==> src/rtl/t1_payload_mod.sv <==
module t1_payload_mod #(
  parameter int CHANNELS = 24,
  parameter logic [7:0] IDLE_RST = 8'h7F
) (
  input  logic                          clk,
  input  logic                          rst_n,
  input  logic                          bit_en,
  input  logic [$clog2(CHANNELS*8+1)-1:0] frm_pos,
  input  logic                          ser_in,
  input  logic                          loop_in,
  input  logic                          prbs_in,
  input  logic                          glb_en,
  input  logic                          tap_mode,
  input  logic                          unframed,
  input  logic                          nx56,
  input  logic                          cfg_we,
  input  logic                          cfg_sel,
  input  logic [$clog2(CHANNELS)-1:0]   cfg_ch,
  input  logic [7:0]                    cfg_wdata,
  output logic                          ser_out,
  output logic                          tap_dat,
  output logic                          tap_vld
);
  localparam int FRAME_BITS = CHANNELS*8 + 1;
  localparam int PW  = $clog2(FRAME_BITS);
  localparam int CHW = $clog2(CHANNELS);

  logic [7:0] ctrl_mem [CHANNELS];
  logic [7:0] idle_mem [CHANNELS];
  logic [7:0] dl;
  logic [6:0] lp, pr;
  logic [2:0] mw_idx;

  logic [PW-1:0]  pm1;
  logic [CHW-1:0] chf;
  logic           is_f, ch_ok, ch_end, nx_skip;
  logic [7:0]     cw, idle_c, din_b, lin_b, pin_b, mw, sub, res;
  logic           ins_ok, unf_ins, fr_ins, prbs_used;

  assign pm1     = frm_pos - PW'(1);
  assign chf     = CHW'(pm1 >> 3);
  assign is_f    = (frm_pos == '0);
  assign ch_ok   = !is_f && (chf < CHW'(CHANNELS));
  assign ch_end  = ch_ok && (pm1[2:0] == 3'd7);
  assign nx_skip = nx56 && (pm1[2:0] == 3'd7);
  assign cw      = ch_ok ? ctrl_mem[chf] : 8'h00;
  assign idle_c  = ch_ok ? idle_mem[chf] : IDLE_RST;

  assign din_b = {dl[6:0], ser_in};
  assign lin_b = {lp, loop_in};
  assign pin_b = {pr, prbs_in};

  assign ins_ok    = glb_en && !tap_mode;
  assign unf_ins   = ins_ok && unframed;
  assign fr_ins    = ins_ok && !unframed && cw[3];
  assign prbs_used = fr_ins && !cw[5] && !cw[2];

  always_comb begin
    case (mw_idx)
      3'd0, 3'd3: mw = 8'h1E;
      3'd1, 3'd2: mw = 8'h0B;
      3'd4, 3'd7: mw = 8'h9E;
      default:    mw = 8'h8B;
    endcase
  end

  always_comb begin
    sub = din_b ^ {cw[7], {7{cw[4]}}};
    if (cw[6]) sub = idle_c;
    if (fr_ins) sub = nx56 ? {pin_b[7:1], din_b[0]} : pin_b;
    if (cw[5]) sub = mw;
    if (cw[2]) sub = lin_b;
    res = sub;
    if (!prbs_used) begin
      case (cw[1:0])
        2'd1: if (sub == 8'h00) res = 8'h02;
        2'd2: if (sub == 8'h00) res = 8'h01;
        2'd3: if (sub[6:0] == 7'h00) res = sub | 8'h02;
        default: res = sub;
      endcase
    end
    if (!glb_en) res = din_b;
    if (unf_ins) res = pin_b;
  end

  always_ff @(posedge clk) begin
    if (!rst_n) begin
      for (int i = 0; i < CHANNELS; i++) begin
        ctrl_mem[i] <= 8'h00;
        idle_mem[i] <= IDLE_RST;
      end
    end else if (cfg_we && cfg_ch < CHW'(CHANNELS)) begin
      if (cfg_sel) idle_mem[cfg_ch] <= cfg_wdata;
      else         ctrl_mem[cfg_ch] <= cfg_wdata;
    end
  end

  always_ff @(posedge clk) begin
    if (!rst_n) begin
      dl      <= '0;
      lp      <= '0;
      pr      <= '0;
      mw_idx  <= '0;
      ser_out <= 1'b0;
      tap_dat <= 1'b0;
      tap_vld <= 1'b0;
    end else if (bit_en) begin
      ser_out <= dl[7];
      lp      <= lin_b[6:0];
      pr      <= pin_b[6:0];
      if (ch_end)
        dl <= res;
      else
        dl <= {dl[6:0], (is_f && unf_ins) ? prbs_in : ser_in};
      if (frm_pos == PW'(FRAME_BITS-1)) mw_idx <= mw_idx + 3'd1;
      tap_dat <= ser_in;
      tap_vld <= glb_en && tap_mode &&
                 (unframed || (ch_ok && cw[3] && !nx_skip));
    end else begin
      tap_vld <= 1'b0;
    end
  end
endmodule


==> config.mk <==
export PLATFORM = sky130hd
export DESIGN_NAME = t1_payload_mod
export DESIGN_NICKNAME = d
export VERILOG_FILES = /design/src/rtl/t1_payload_mod.sv
export SDC_FILE = /design/constraint.sdc
export NUM_CORES = 1
export LEC_CHECK = 0
export ABC_AREA = 1
export ABC_CLOCK_PERIOD_IN_PS = 5400
export CORE_MARGIN = 4
export CORE_UTILIZATION = 34
export CTS_CLUSTER_DIAMETER = 120
export DETAILED_ROUTE_END_ITERATION = 8
export DONT_BUFFER_PORTS = 1
export PLACE_DENSITY = 0.57
export SYNTH_ARGS = -nofsm -noshare
export SYNTH_HDL_FRONTEND = slang
export SYNTH_SLANG_ARGS = --single-unit
==> constraint.sdc <==
create_clock -name clk -period 5.4 [get_ports clk]
set_clock_uncertainty 0.05 [all_clocks]
set_input_delay 0.54 -clock clk [delete_from_list [all_inputs] [get_ports clk]]
set_output_delay 0.54 -clock clk [all_outputs]
set_load 0.02 [all_outputs]
Word level (Yosys, flattened, before mapping)
Memories as Yosys holds them, arrays and structs flattened.
Cells that the tools add are included.
{"block": "op_classes", "reduce_logical": 33, "multipliers": 0, "bitwise_logic": 1, "eq_ne": 10, "shifts": 0, "n_lt_le_gt_ge": 2, "n_div": 0, "mux": 32, "n_addsub": 2}
{"cell": "$mux 8", "n": 14}
{"cell": "$pmux 8 s3", "n": 2}
{"cell": "$logic_not 8->1", "n": 2}
{"cell": "$reduce_or 8->1", "n": 2}
{"cell": "$logic_and 1x1->1", "n": 15}
{"cell": "$mux 1", "n": 13}
{"cell": "$lt 5x5->1 const B", "n": 2}
{"cell": "$mux 5", "n": 2}
{"cell": "$eq 3x3->1 const B", "n": 3}
{"cell": "$eq 8x8->1 const B", "n": 1}
{"cell": "$sub 8x1->8 const B", "n": 1}
{"cell": "$xor 8x8->8", "n": 1}
{"cell": "$logic_not 7->1", "n": 1}
{"cell": "$eq 3x2->1 const B", "n": 2}
{"cell": "$logic_not 1->1", "n": 6}
{"cell": "$reduce_or 2->1", "n": 3}
{"cell": "$eq 2x2->1 const B", "n": 2}
{"cell": "$reduce_and 2->1", "n": 2}
{"cell": "$add 3x1->3 const B", "n": 1}
{"cell": "$eq 3x1->1 const B", "n": 1}
{"cell": "$logic_not 3->1", "n": 1}
{"cell": "$eq 2x1->1 const B", "n": 1}
{"cell": "$mux 2", "n": 1}
{"cell": "$logic_or 1x1->1", "n": 1}
{"block": "word_totals", "mem_bits_ro": 0, "n_memories": 2, "inputBits": 33, "ram_bits": 384, "elab_cells": 89, "register_bits": 28, "latch_bits": 0}
{"name": "ctrl_mem", "depth": 24, "word_bits": 8, "rd": 1, "rd_clocked_by_memory_dff": 0, "wr": 24, "line_no": "28", "source": "logic [7:0] ctrl_mem [CHANNELS];"}
{"name": "idle_mem", "depth": 24, "word_bits": 8, "rd": 1, "rd_clocked_by_memory_dff": 0, "wr": 24, "line_no": "29", "source": "logic [7:0] idle_mem [CHANNELS];"}

Logic depth before layout (Yosys ltp)
Gate-level depths: netlist of run 1.
{"block": "logic_depth", "word_depth": 16, "ltp_mapped": 31, "ltp_nobuf": 29}

Worst setup path before layout of run 1
OpenSTA, ideal clock, no wires.
{"block": "synth_path", "kind": "input to register", "start": "in frm_pos[1]", "end": "reg dl[0]", "setup_time_ps": 70, "t_required_ps": 5280, "arrival_ps": 2751, "cell_stages": 27, "setup_slack_ps": 2529, "path_cell_list": "nor2_8 -> nand2_4 -> nand2_4 -> nand2_2 -> buf_6 -> buf_6 -> buf_6 -> buf_2 -> o21bai_1 -> nand3_1 -> nand3_1 -> nand2_1 -> nand2_1 -> nand2_1 -> nand2_1 -> nand3_1 -> a21oi_1 -> nand3_1 -> nor2_2 -> nand4_1 -> nand2_1 -> nand2_1 -> nand2_1 -> nand2_1 -> nand2_1 -> nand2_1 -> a21oi_1"}
{"block": "synth_via", "elab_chain_cells": 16, "elab_cells_between_ends": 35, "cone_classes": "1 x add/sub; 1 x order compare; 4 x eq/ne; 15 x mux; 1 x bitwise; 11 x reduce/logical; 2 x memory"}
{"item": "start: declaration", "line_no": "8", "source": "input logic [$clog2(CHANNELS*8+1)-1:0] frm_pos,"}
{"item": "parallel branches: the longest is 15 deep, another holds $sub 8x1->8"}
{"item": "$mux 8 *", "line_no": "111", "source": "if (ch_end)"}
{"item": "end signal: assignment", "line_no": "112", "source": "dl <= res;"}
{"item": "end signal: assignment", "line_no": "114", "source": "dl <= {dl[6:0], (is_f && unf_ins) ? prbs_in : ser_in};"}
{"item": "end: declaration", "line_no": "30", "source": "logic [7:0] dl;"}
Every way passes the cells marked *.
A chain may end at the register's enable or synchronous reset.

Worst setup path in the final report of run 1
{"block": "layout_path", "start": "in frm_pos[1]", "end": "reg dl[1]"}
{"block": "layout_via", "elab_chain_cells": 16, "elab_cells_between_ends": 34, "cone_classes": "1 x add/sub; 1 x order compare; 4 x eq/ne; 14 x mux; 1 x bitwise; 11 x reduce/logical; 2 x memory"}
{"item": "parallel branches: the longest is 15 deep, another holds $sub 8x1->8"}
{"item": "$mux 8 *", "line_no": "111"}
Marked as above.

==> results of run 1 <==
Yosys cell counts (14+ instances only):
master / count / area (µm²)
nand2_1: 704 / 2643
edfxtp_1: 448 / 13450
nor2_1: 309 / 1160
nand3_1: 297 / 1486
inv_1: 190 / 713.2
o21ai_0: 102 / 510.5
buf_2: 62 / 310.3
clkbuf_1: 59 / 221.5
a21oi_1: 46 / 230.2
o21ai_1: 44 / 220.2
dfxtp_1: 28 / 560.5
o211ai_1: 27 / 202.7
buf_6: 14 / 157.7
cell type report:
cell class                 count  share of cell area (%)
clock buffer                  61                   5.213
clock inverter                31                  0.8242
inverter                     205                   3.058
multi-input combinational   1681                   29.51
sequential                   476                   55.61
tap                          864                   4.290
timing repair buffer          36                   1.499
kinds of logic (layout without fill, tap and decap cells):
kind of cell               Yosys count  after routing  synth area share [%]
and+or+nand+nor                   1361           1361                 25.02
other                                1             64               0.01650
AOI/OAI and AO/OA                  250            250                 6.178
adders and majority gates            6              6                0.3304
DFF                                476            476                 61.67
buffers and inverters              353            333                 6.783
cells in the final DEF (no fill, tap or decap), drive strengths merged, types with 6 or more instances in the layout:
master and n:
o211ai 27, inv 205, nand2 722, nor3 7, clkbuf 61, o21bai 11
ha 6, a21oi 46, buf 28, nand3 301, o21ai 146, o221ai 9
nor2 315, dlygate4sd3 8, clkinv 27, edfxtp 448, conb 64, dfxtp 28
or2 10
layer usage:
layer / up-vias / track usage [%] / share of wire, %
met5: - / 0 / 0.020
met4: 2 / 5.126 / 2.6
met3: 110 / 3.687 / 8.6
met2: 699 / 29.03 / 46
met1: 8428 / 25.63 / 43
li1: 8088 / - / -
sequential cells by signal (all words and copies together), names as in the netlist:
name and cells:
ser_out 1, idle_mem 248, pr 7, tap_vld 1
dl 8, mw_idx 3, ctrl_mem 200, lp 7
tap_dat 1
metrics by stage:
stage | worst slack (ns) | util, % | area [µm²] | hold slack, ns
floorplan | 2.529 | - | 22960 | 0.3946
global placement | 1.354 | 35.77 | 23600 | 0.4151
detailed placement | 1.416 | 35.77 | 23600 | 0.4240
CTS | 2.021 | 38.19 | 25200 | 0.002034
global route | 1.700 | 38.19 | 25200 | 0.01687
finish | 1.890 | 38.19 | 25200 | 0.03621
worst reg2reg max path, cell delays in order, from the launching register on:
cell and delay, ns:
edfxtp_1 0.40, inv_1 0.14, nand3_1 0.26, nand3_1 0.18, nand3_1 0.09, nand3_1 0.16
nand2_1 0.11, nand2_1 0.08, nand2_1 0.07, nand3_1 0.13, nand3_1 0.09, nor2_1 0.12
nor2_1 0.07, nor2_1 0.12, nand3_1 0.10, nor2_2 0.12, nand2_1 0.07, a21oi_1 0.19
o221ai_1 0.13, a21oi_1 0.15
final timing paths:
check	from	endpoint	slack, ns	cells after the start
worst max-delay path	frm_pos[1]	dl[1]$_SDFFE_PN0P_	1.89	22
worst min-delay path	tap_mode	tap_vld$_SDFF_PN0_	0.04	2
worst max register to register	idle_mem[13][3]$_SDFFCE_PN1P_	dl[1]$_SDFFE_PN0P_	2.52	19
worst min register to register	dl[7]$_SDFFE_PN0P_	ser_out$_SDFFE_PN0P_	0.44	2
power by group through the flow:
stage,registers (W),logic (W),clock network (W)
6_report,0.00430,0.000891,0.00329
5_1_grt,0.00432,0.000986,0.00349
4_1_cts,0.00430,0.000885,0.00335
3_5_place_dp,0.00438,0.000869,0
3_3_place_gp,0.00438,0.000868,0
2_1_floorplan,0.00435,0.000617,0
repair_timing:
item	4_1_cts	5_1_grt
setup endpoints to repair	0	0
endpoints found under the hold margin	70	0
hold buffers	8	0
buffers inserted	0	0
==> results.md, run 1 <==
- #FFs+latches synth: 476
- Fraction of registers with async set/reset: 0%
- Crit path DAT: 3.98 ns
- CTS tree: built
- Sequence of cells on the critical path: nor2_8 > nand3_1 > nand2_4 > clkinv_2 > buf_12 > nand3_1 > nand2_1 > nand2_1 > nand3_1 > nand3_1 > nand3_4 > inv_2 > nor2_1 > nor2_1 > nor2_1 > nor2_1 > nand3_1 > nor2_2 > nand2_1 > a21oi_1 > o221ai_1 > a21oi_1
- Post-DP HPWL: 41220 µm
- NetSw: 0.002185 W
- Layout cells sized above 1: 6.185%
- Wirelength, routed: 65540 µm
- First-pass iteration count of the detailed router: 5
- Via count: 17330
- Initial antenna violation count: 1
- GPL Wtd Cong: 0.8854
- Layout Cells excl Fill: 3354
- Critical Path Most Common Cell: nand3_1
- Initial Util: 34.44%
- IO Pins: 36
- Slew margin rel.: 28.65%
- Final min period: 3.510 ns
- Worst skew pair latency: 0.61 ns
- Max Root-Sink Buffers: 3
- Internal power: 0.006295 W
- Antenna Cells: 0
- Final Hold Viols: 0
- FF+latch area: 14010 µm²
- Req. time, crit path: 5.87 ns
- Unrepaired setup endpoints after global routing: false
- Worst Tran Pin Value: 1.069 ns
- Placed Cells: 3254
- YS warnings: 0
- Part of the power in combinational logic: 10.5%
- Setup TNS: 0 ns
- Die ar.: 71040 µm²
- H-Tree Depth: 2
- Slew Viols, Final: 0
- Post-CTS sizing: 0
- CP max stage delay: 0.49 ns
- CP max FO: 35
- Switch share: 25.77%
- Status: completed
- Routed Antenna Nets: 0
- Fillers: 6554
- Final setup viols: 0
- Core Box Area: 65980 µm²
- Largest net degree at the start of global routing: 115
- # DRC: 0
- GR Util All Layers: 18.28%
- Hold WC Path Type: in2reg
- TritonCTS Buffers: 51
- EDFF count, synth: 448
- FP Rows: 94
- Area growth syn-to-layout: 10.90%
- Grt total ovfl: 0
- Clock Sinks: 476
- Seq pwr share: 50.7%
- Total power: 0.008480 W
- WS Path Type: in2reg
- Die Y: 266.5 µm
- Static Leak: 10.00 nW
- Mean Syn Cell Area: 9.287 µm²
- Post-Synthesis Cells: 2447
- Root Driver: clkbuf_16
- Final period utilization: 65.00%
- Cell area after synthesis: 22720 µm²
- Clock group share of total power: 38.8%
- IO buf count: 0
- Top delay family on crit path: simple AND/OR/NAND/NOR gates
- Register area share after synthesis: 61.67%
- # Max-Cap Violations: 0
- Per-cell routed wire length: 19.54 µm
- First-pass GRT wire length: 100300 µm
- Post-synth cell types: 40
- Buf+Inv Stages, Crit Path: 3
- NumNets Final: 2490
- Max Clk Rate: 284.9 MHz
- CP Capture Type: flip-flop
- VDD IR-drop max: 0.2179 mV
- 1st-iter DRT viols: 1816
- Top_reg_cell synth: edfxtp_1
- Die width: 266.5 µm
- Slowest-stage cell, CP: clkinv_2
- Startpoint types: primary input
- Area of the multi-input gates: 7436 µm²
- Via/cell ratio: 5.166
- Vias in the first global route: 16720
- Clock Pin Slew Worst Setup and Hold Paths: 0.06 ns
- PwrDens: 336.5 nW/µm²
No activity file was read; power rests on OpenSTA's default activity.
==> run 2, diff against run 1 <==
--- a/config.mk
+++ b/config.mk
@@ -6,13 +6,13 @@
 export NUM_CORES = 1
 export LEC_CHECK = 0
 export ABC_AREA = 1
-export ABC_CLOCK_PERIOD_IN_PS = 5400
+export ABC_CLOCK_PERIOD_IN_PS = 3000
 export CORE_MARGIN = 4
 export CORE_UTILIZATION = 34
 export CTS_CLUSTER_DIAMETER = 120
 export DETAILED_ROUTE_END_ITERATION = 8
 export DONT_BUFFER_PORTS = 1
-export PLACE_DENSITY = 0.57
+export PLACE_DENSITY = 0.59
 export SYNTH_ARGS = -nofsm -noshare
 export SYNTH_HDL_FRONTEND = slang
 export SYNTH_SLANG_ARGS = --single-unit
==> constraint.sdc (replaced) <==
create_clock -name clk -period 3 [get_ports clk]
set_clock_uncertainty 0.05 [all_clocks]
set_input_delay 0.3 -clock clk [delete_from_list [all_inputs] [get_ports clk]]
set_output_delay 0.3 -clock clk [all_outputs]
set_load 0.02 [all_outputs]
==> run 2 against run 1 <==
Net effect: worst hold slack improved by 0.018 ns; global-route usage up 0.33 points; worst setup slack worse by 1.6 ns; sequential power grew 80%; sequential share of layout area decreased by 3.2 points; critical path depth grew 2; via count rose by 2.3%; clock power up 110%; utilization grew 2.4 points; non-clock buffer count increased by 130; first-iteration DRC count is 3.0% lower; critical endpoint unchanged; largest power group unchanged.
==> results.md, run 2 (synthesis results as in run 1) <==
- Status: completed (unchanged)
- Static Leak: 10.85 nW (was 10.00 nW)
- Unrepaired setup endpoints after global routing: false (unchanged)
- CP max FO: 42 (was 35)
- GR peak layer: met2 (unchanged)
- PwrDens: 613.5 nW/µm² (was 336.5 nW/µm²)
- Fillers: 6444 (was 6554)
- Root Driver: clkbuf_16 (unchanged)
- CP max stage delay: 0.34 ns (was 0.49 ns)
- Post-DP HPWL: 45420 µm (was 41220 µm)
- GR Layer Usage met1: 25.82% (was 25.63%)
- 1st-iter DRT viols: 1761 (was 1816)
- Startpoint types: primary input (unchanged)
- Final min period: 2.725 ns
- VDD IR-drop max: 0.4119 mV (was 0.2179 mV)
- Sequence of cells on the critical path: nor2_8 > nand3_1 > nand2_4 > clkinv_2 > buf_12 > buf_4 > o21ai_0 > o22ai_1 > o21ai_0 > buf_4 > nand2_1 > nand2_1 > nand2_1 > nand2_1 > nor2_1 > nand2_1 > nand2_1 > nand2_1 > nand2_1 > a21oi_1 > nand2_1 > a21oi_1 > o221ai_1 > a21oi_1 (was nor2_8 > nand3_1 > nand2_4 > clkinv_2 > buf_12 > nand3_1 > nand2_1 > nand2_1 > nand3_1 > nand3_1 > nand3_4 > inv_2 > nor2_1 > nor2_1 > nor2_1 > nor2_1 > nand3_1 > nor2_2 > nand2_1 > a21oi_1 > o221ai_1 > a21oi_1)
- Vias in the first global route: 17370 (was 16720)
- Crit path DAT: 3.23 ns (was 3.98 ns)
- Die ar.: 71040 µm² (unchanged)
- Reg with most FFs: idle_mem (unchanged)
- First-pass iteration count of the detailed router: 6 (was 5)
- Worst skew pair latency: 0.63 ns (was 0.61 ns)
- Final Hold Viols: 0 (unchanged)
- First-pass GRT wire length: 102600 µm (was 100300 µm)
- Slew margin rel.: 40.33% (was 28.65%)
- Max Root-Sink Buffers: 3 (unchanged)
- Final period utilization: 90.84%
- Via count: 17730 (was 17330)
- CP Capture Type: flip-flop (unchanged)
- Per-cell routed wire length: 19.05 µm (was 19.54 µm)
- Req. time, crit path: 3.50 ns (was 5.87 ns)
- NumNets Final: 2621 (was 2490)
- Clock Pin Slew Worst Setup and Hold Paths: 0.06 ns (about the same)
- Max Clk Rate: 366.9 MHz
- Largest net degree at the start of global routing: 53 (was 115)
- Most common cell after layout, fill and taps aside: nand2_1 (unchanged)
- Slowest-stage cell, CP: o21ai_0 (was clkinv_2)
- CTS tree: built (unchanged)
- Area growth syn-to-layout: 17.75% (was 10.90%)
- Final setup viols: 0 (unchanged)
- # DRC: 0 (unchanged)
- Routed Antenna Nets: 0 (unchanged)
- Layout cells sized above 1: 10.93% (was 6.185%)
- H-Tree Depth: 2 (unchanged)
- Met3 usage in global routing: 3.171% (was 3.687%)
- Hold WC Path Type: in2reg (unchanged)
- Wirelength, routed: 66500 µm (was 65540 µm)
- IO Pins: 36 (unchanged)
- Grt total ovfl: 0 (unchanged)
- Die width: 266.5 µm (unchanged)
- Initial Util: 34.44% (unchanged)
- Worst Tran Pin Value: 0.8951 ns (was 1.069 ns)
- Fin Hold WS: 0.05377 ns (was 0.03621 ns)
- Initial antenna violation count: 1 (unchanged)
- Slew Viols, Final: 0 (unchanged)
- Die Y: 266.5 µm (unchanged)
- Via/cell ratio: 5.078 (was 5.166)
- Total power: 0.01642 W (was 0.008480 W)
- TritonCTS Buffers: 52 (was 51)
- Post-CTS sizing: 0 (unchanged)
- WS Path Type: in2reg (unchanged)
- Critical Path Most Common Cell: nand2_1 (was nand3_1)
- Clock Sinks: 476 (unchanged)
- Core Box Area: 65980 µm² (unchanged)
- IO buf count: 0 (unchanged)
- FP Rows: 94 (unchanged)
- # Max-Cap Violations: 0 (unchanged)
- Commonest cells after routing, fill and taps aside: nand2_1, edfxtp_1, nor2_1, nand3_1, inv_1 (unchanged)
- Largest regs: idle_mem x248, ctrl_mem x200, dl x8 (unchanged)
- Max reg flops: 248 (unchanged)
- GR Util All Layers: 18.61% (was 18.28%)
- GPL Wtd Cong: 0.9501 (was 0.8854)
- GRT met2 Usage: 29.94% (was 29.03%)
==> run 2: cell count changes in the layout (fill, tap and decap cells not counted), sizes merged <==
| cell | before | now |
|---|---|---|
| diode | 0 | 1 |
| buf | 28 | 147 |
| bufinv | 2 | 10 |
| dlygate4sd3 | 8 | 19 |
| clkbuf | 61 | 56 |
| clkinv | 27 | 31 |
| inv | 205 | 204 |
==> run 2: repair_timing <==
action | CTS | global route
endpoints found under the hold margin | 104 | 0
hold buffers | 19 | 0
setup buffers | 0 | 0
==> run 2: worst max-delay path, delay by kind of cell <==
kind | cells | cell delay (ns)
AO/OA/AOI/OAI | 7 | 1.16
AND/OR/NAND/NOR | 13 | 1.05
buffers and inverters | 4 | 0.67
==> run 2: cell type report <==
type / instances / area (µm²) / area share (%)
flip-flops and latches: 476 / 14010 / 52.37
clock buffers: 56 / 1316 / 4.919
well taps: 864 / 1081 / 4.040
diodes: 1 / 2.502 / 0.009352
repair buffers: 166 / 1644 / 6.144
multi-input cells: 1681 / 7433 / 27.78
clock inverters: 42 / 496.7 / 1.856
inverters: 205 / 770.7 / 2.880
==> run 2: metal layers <==
metal  wire, µm  vias up
li1           -     8372
met1      29140     8567
met2      30520      680
met3       5015      109
met4       1823        0
met5          0        -
==> run 2: final timing paths <==
kind                           startpoint                      to  slack [ns]  cells past startpoint
max                            frm_pos[1]      dl[1]$_SDFFE_PN0P_        0.27                     24
min                            frm_pos[5]  mw_idx[0]$_SDFFE_PN0P_        0.05                      4
max reg2reg  idle_mem[1][7]$_SDFFCE_PN0P_      dl[1]$_SDFFE_PN0P_        0.42                     18
min reg2reg            dl[7]$_SDFFE_PN0P_    ser_out$_SDFFE_PN0P_        0.45                      2
==> run 2: where the power goes <==
group          switching (W)  total [W]  leakage [nW]  internal, W
Combinational        0.00123    0.00186          5.36     0.000627
Sequential          0.000125    0.00775          4.60      0.00762
Clock                0.00276    0.00681         0.889      0.00405
==> run 2: stage by stage <==
step	worst slack [ns]	cells	setup TNS (ns)	instance area (µm²)	utilization, %
floorplan	0.3686	2510	0	22960	-
global placement	-0.3079	3373	-0.9136	24750	37.51
detailed placement	-0.2370	3373	-0.9891	24750	37.51
CTS	0.4021	3490	0	26760	40.55
global route	0.02674	3491	0	26760	40.55
finish	0.2747	3491	0	26760	40.55
==> run 3, diff against run 2 <==
--- a/config.mk
+++ b/config.mk
@@ -7,12 +7,14 @@
 export LEC_CHECK = 0
 export ABC_AREA = 1
 export ABC_CLOCK_PERIOD_IN_PS = 3000
+export CELL_PAD_IN_SITES_DETAIL_PLACEMENT = 1
+export CELL_PAD_IN_SITES_GLOBAL_PLACEMENT = 1
 export CORE_MARGIN = 4
 export CORE_UTILIZATION = 34
 export CTS_CLUSTER_DIAMETER = 120
 export DETAILED_ROUTE_END_ITERATION = 8
 export DONT_BUFFER_PORTS = 1
-export PLACE_DENSITY = 0.59
+export PLACE_DENSITY = 0.69
 export SYNTH_ARGS = -nofsm -noshare
 export SYNTH_HDL_FRONTEND = slang
 export SYNTH_SLANG_ARGS = --single-unit
==> run 3 against run 2 <==
Net effect: sequential cell count unchanged; first-iteration DRC count down 3.1%; via count up 2.5%; total power down 1.7%; global-route usage up 2.2 points; fmax down 1.1%; utilization down 0.17 points; wire length up 14%; non-clock buffer count down 12; largest cell class unchanged; largest power group unchanged.
==> results.md, run 3 (synthesis results as in run 1) <==
- Status: completed (unchanged)
- Grt total ovfl: 0 (unchanged)
- Max Clk Rate: 362.9 MHz (was 366.9 MHz)
- Max reg flops: 248 (unchanged)
- Worst skew pair latency: 0.61 ns (was 0.63 ns)
- Root Driver: clkbuf_16 (unchanged)
- Per-cell routed wire length: 21.69 µm (was 19.05 µm)
- Die width: 266.5 µm (unchanged)
- Final Hold Viols: 0 (unchanged)
- Crit path DAT: 3.23 ns (about the same)
- Reg with most FFs: idle_mem (unchanged)
- # DRC: 0 (unchanged)
- Initial antenna violation count: 0 (was 1)
- Via count: 18170 (was 17730)
- Final setup viols: 0 (unchanged)
- Placed Cells: 3358 (was 3373)
- WS Path Type: reg2reg (was in2reg)
- 1st-iter DRT viols: 1706 (was 1761)
- GPL Wtd Cong: 0.9273 (was 0.9501)
- Most common cell after layout, fill and taps aside: nand2_1 (unchanged)
- H-Tree Depth: 2 (unchanged)
- Die Y: 266.5 µm (unchanged)
- Startpoint types: flip-flop (was primary input)
- # Max-Cap Violations: 0 (unchanged)
- Post-DP HPWL: 50790 µm (was 45420 µm)
- Largest regs: idle_mem x248, ctrl_mem x200, dl x8 (unchanged)
- GR Util All Layers: 20.83% (was 18.61%)
- IO buf count: 0 (unchanged)
- VDD IR-drop max: 0.3783 mV (was 0.4119 mV)
- Hold WC Path Type: in2reg (unchanged)
- Largest net degree at the start of global routing: 53 (unchanged)
- Worst Tran Pin Value: 0.8164 ns (was 0.8951 ns)
- Die ar.: 71040 µm² (unchanged)
- Area growth syn-to-layout: 17.26% (was 17.75%)
- Via/cell ratio: 5.222 (was 5.078)
- CP Capture Type: flip-flop (unchanged)
- GRT met2 Usage: 34.78% (was 29.94%)
- PwrDens: 605.4 nW/µm² (was 613.5 nW/µm²)
- Layout cells sized above 1: 10.17% (was 10.93%)
- Static Leak: 10.78 nW (was 10.85 nW)
- Max Root-Sink Buffers: 3 (unchanged)
- Unrepaired setup endpoints after global routing: false (unchanged)
- Final period utilization: 91.86% (was 90.84%)
- Slew margin rel.: 45.40% (was 40.33%)
- FP Rows: 94 (unchanged)
- First-pass GRT wire length: 113500 µm (was 102600 µm)
- NumNets Final: 2611 (was 2621)
- Met3 usage in global routing: 3.033% (was 3.171%)
- Vias in the first global route: 18770 (was 17370)
- Core Box Area: 65980 µm² (unchanged)
- Req. time, crit path: 3.47 ns (was 3.50 ns)
- CTS tree: built (unchanged)
- First-pass iteration count of the detailed router: 5 (was 6)
- Wirelength, routed: 75500 µm (was 66500 µm)
- Final min period: 2.756 ns (was 2.725 ns)
- TritonCTS Buffers: 54 (was 52)
- Slew Viols, Final: 0 (unchanged)
- Commonest cells after routing, fill and taps aside: nand2_1, edfxtp_1, nor2_1, nand3_1, inv_1 (unchanged)
- Initial Util: 34.44% (unchanged)
- Routed Antenna Nets: 0 (unchanged)
- IO Pins: 36 (unchanged)
- Layout Cells excl Fill: 3480 (was 3491)
- Antenna Cells: 0 (was 1)
- Fillers: 7512 (was 6444)
- Clock Pin Slew Worst Setup and Hold Paths: 0.06 ns (about the same)
- Clock Sinks: 476 (unchanged)
- Fin Hold WS: 0.04669 ns (was 0.05377 ns)
- CP max FO: 9 (was 42)
- GR Layer Usage met1: 28.51% (was 25.82%)
- GR peak layer: met2 (unchanged)
==> run 3: cell types whose count changed in the layout (fill, tap and decap cells not counted), sizes merged <==
cell,change
inv,-1
clkinv,-4
diode,-1
bufinv,-6
clkbuf,+16
buf,-14
clkinvlp,-1
==> run 3: critical path: stages, from the launching register on <==
cell and delay, ns:
edfxtp_1 0.37, or2_2 0.32, o211ai_1 0.10, nand3_1 0.14
nand3_1 0.19, nand2_2 0.11, nand2_4 0.11, inv_2 0.07
nor2_1 0.12, nand2_1 0.07, nand2_1 0.06, nand2_1 0.07
nor2_1 0.10, nand3_1 0.09, nor2_2 0.12, nand2_1 0.07
a21oi_1 0.22, o221ai_1 0.14, a21oi_1 0.17
==> run 3: worst paths after layout <==
check / start / to / slack [ns] / depth (start not counted)
setup / recovery: ctrl_mem[21][3]$_SDFFCE_PN0P_ / dl[1]$_SDFFE_PN0P_ / 0.24 / 18
setup reg to reg: ctrl_mem[21][3]$_SDFFCE_PN0P_ / dl[1]$_SDFFE_PN0P_ / 0.24 / 18
hold / removal: prbs_in / dl[0]$_SDFFE_PN0P_ / 0.05 / 5
hold reg to reg: lp[5]$_SDFFE_PN0P_ / lp[6]$_SDFFE_PN0P_ / 0.46 / 2
==> run 3: cell type report <==
type / count / area, µm² / area share, %
well taps: 864 / 1081 / 4.057
flip-flops and latches: 476 / 14010 / 52.59
clock buffers: 70 / 1433 / 5.376
multi-input cells: 1681 / 7437 / 27.91
inverters: 205 / 773.2 / 2.902
repair buffers: 154 / 1664 / 6.245
clock inverters: 30 / 245.2 / 0.9203
==> run 3: through the flow <==
step                utilization, %  worst slack, ns  TNS, ns  cell area [µm²]  total power (W)
finish                       40.39           0.2442        0            26650          0.01613
detailed placement           37.44          -0.3397   -1.257            24700         0.009758
floorplan                        -           0.3686        0            22960         0.008947
global placement             37.44          -0.2496  -0.7804            24700         0.009704
CTS                          40.27           0.2753        0            26570          0.01622
global route                 40.39          0.01772        0            26650          0.01672
==> run 3: metal layers <==
| metal | wire, µm | vias up |
|---|---|---|
| met4 | 2141 | 0 |
| met3 | 4436 | 126 |
| met5 | 0 | - |
| met2 | 35380 | 537 |
| li1 | - | 8346 |
| met1 | 33540 | 9163 |
==> run 3: power breakdown <==
group	switching (W)	leakage [nW]	internal (W)
Clock	0.00272	0.823	0.00369
Combinational	0.00131	5.35	0.000641
Sequential	0.000135	4.60	0.00763
Total	0.00417	10.8	0.0120
==> run 3: repair_timing <==
item	CTS	global route
hold buffers	19	0
resized for setup	0	3
setup endpoints to repair	0	2
setup buffers	0	1
hold endpoints to repair	92	0
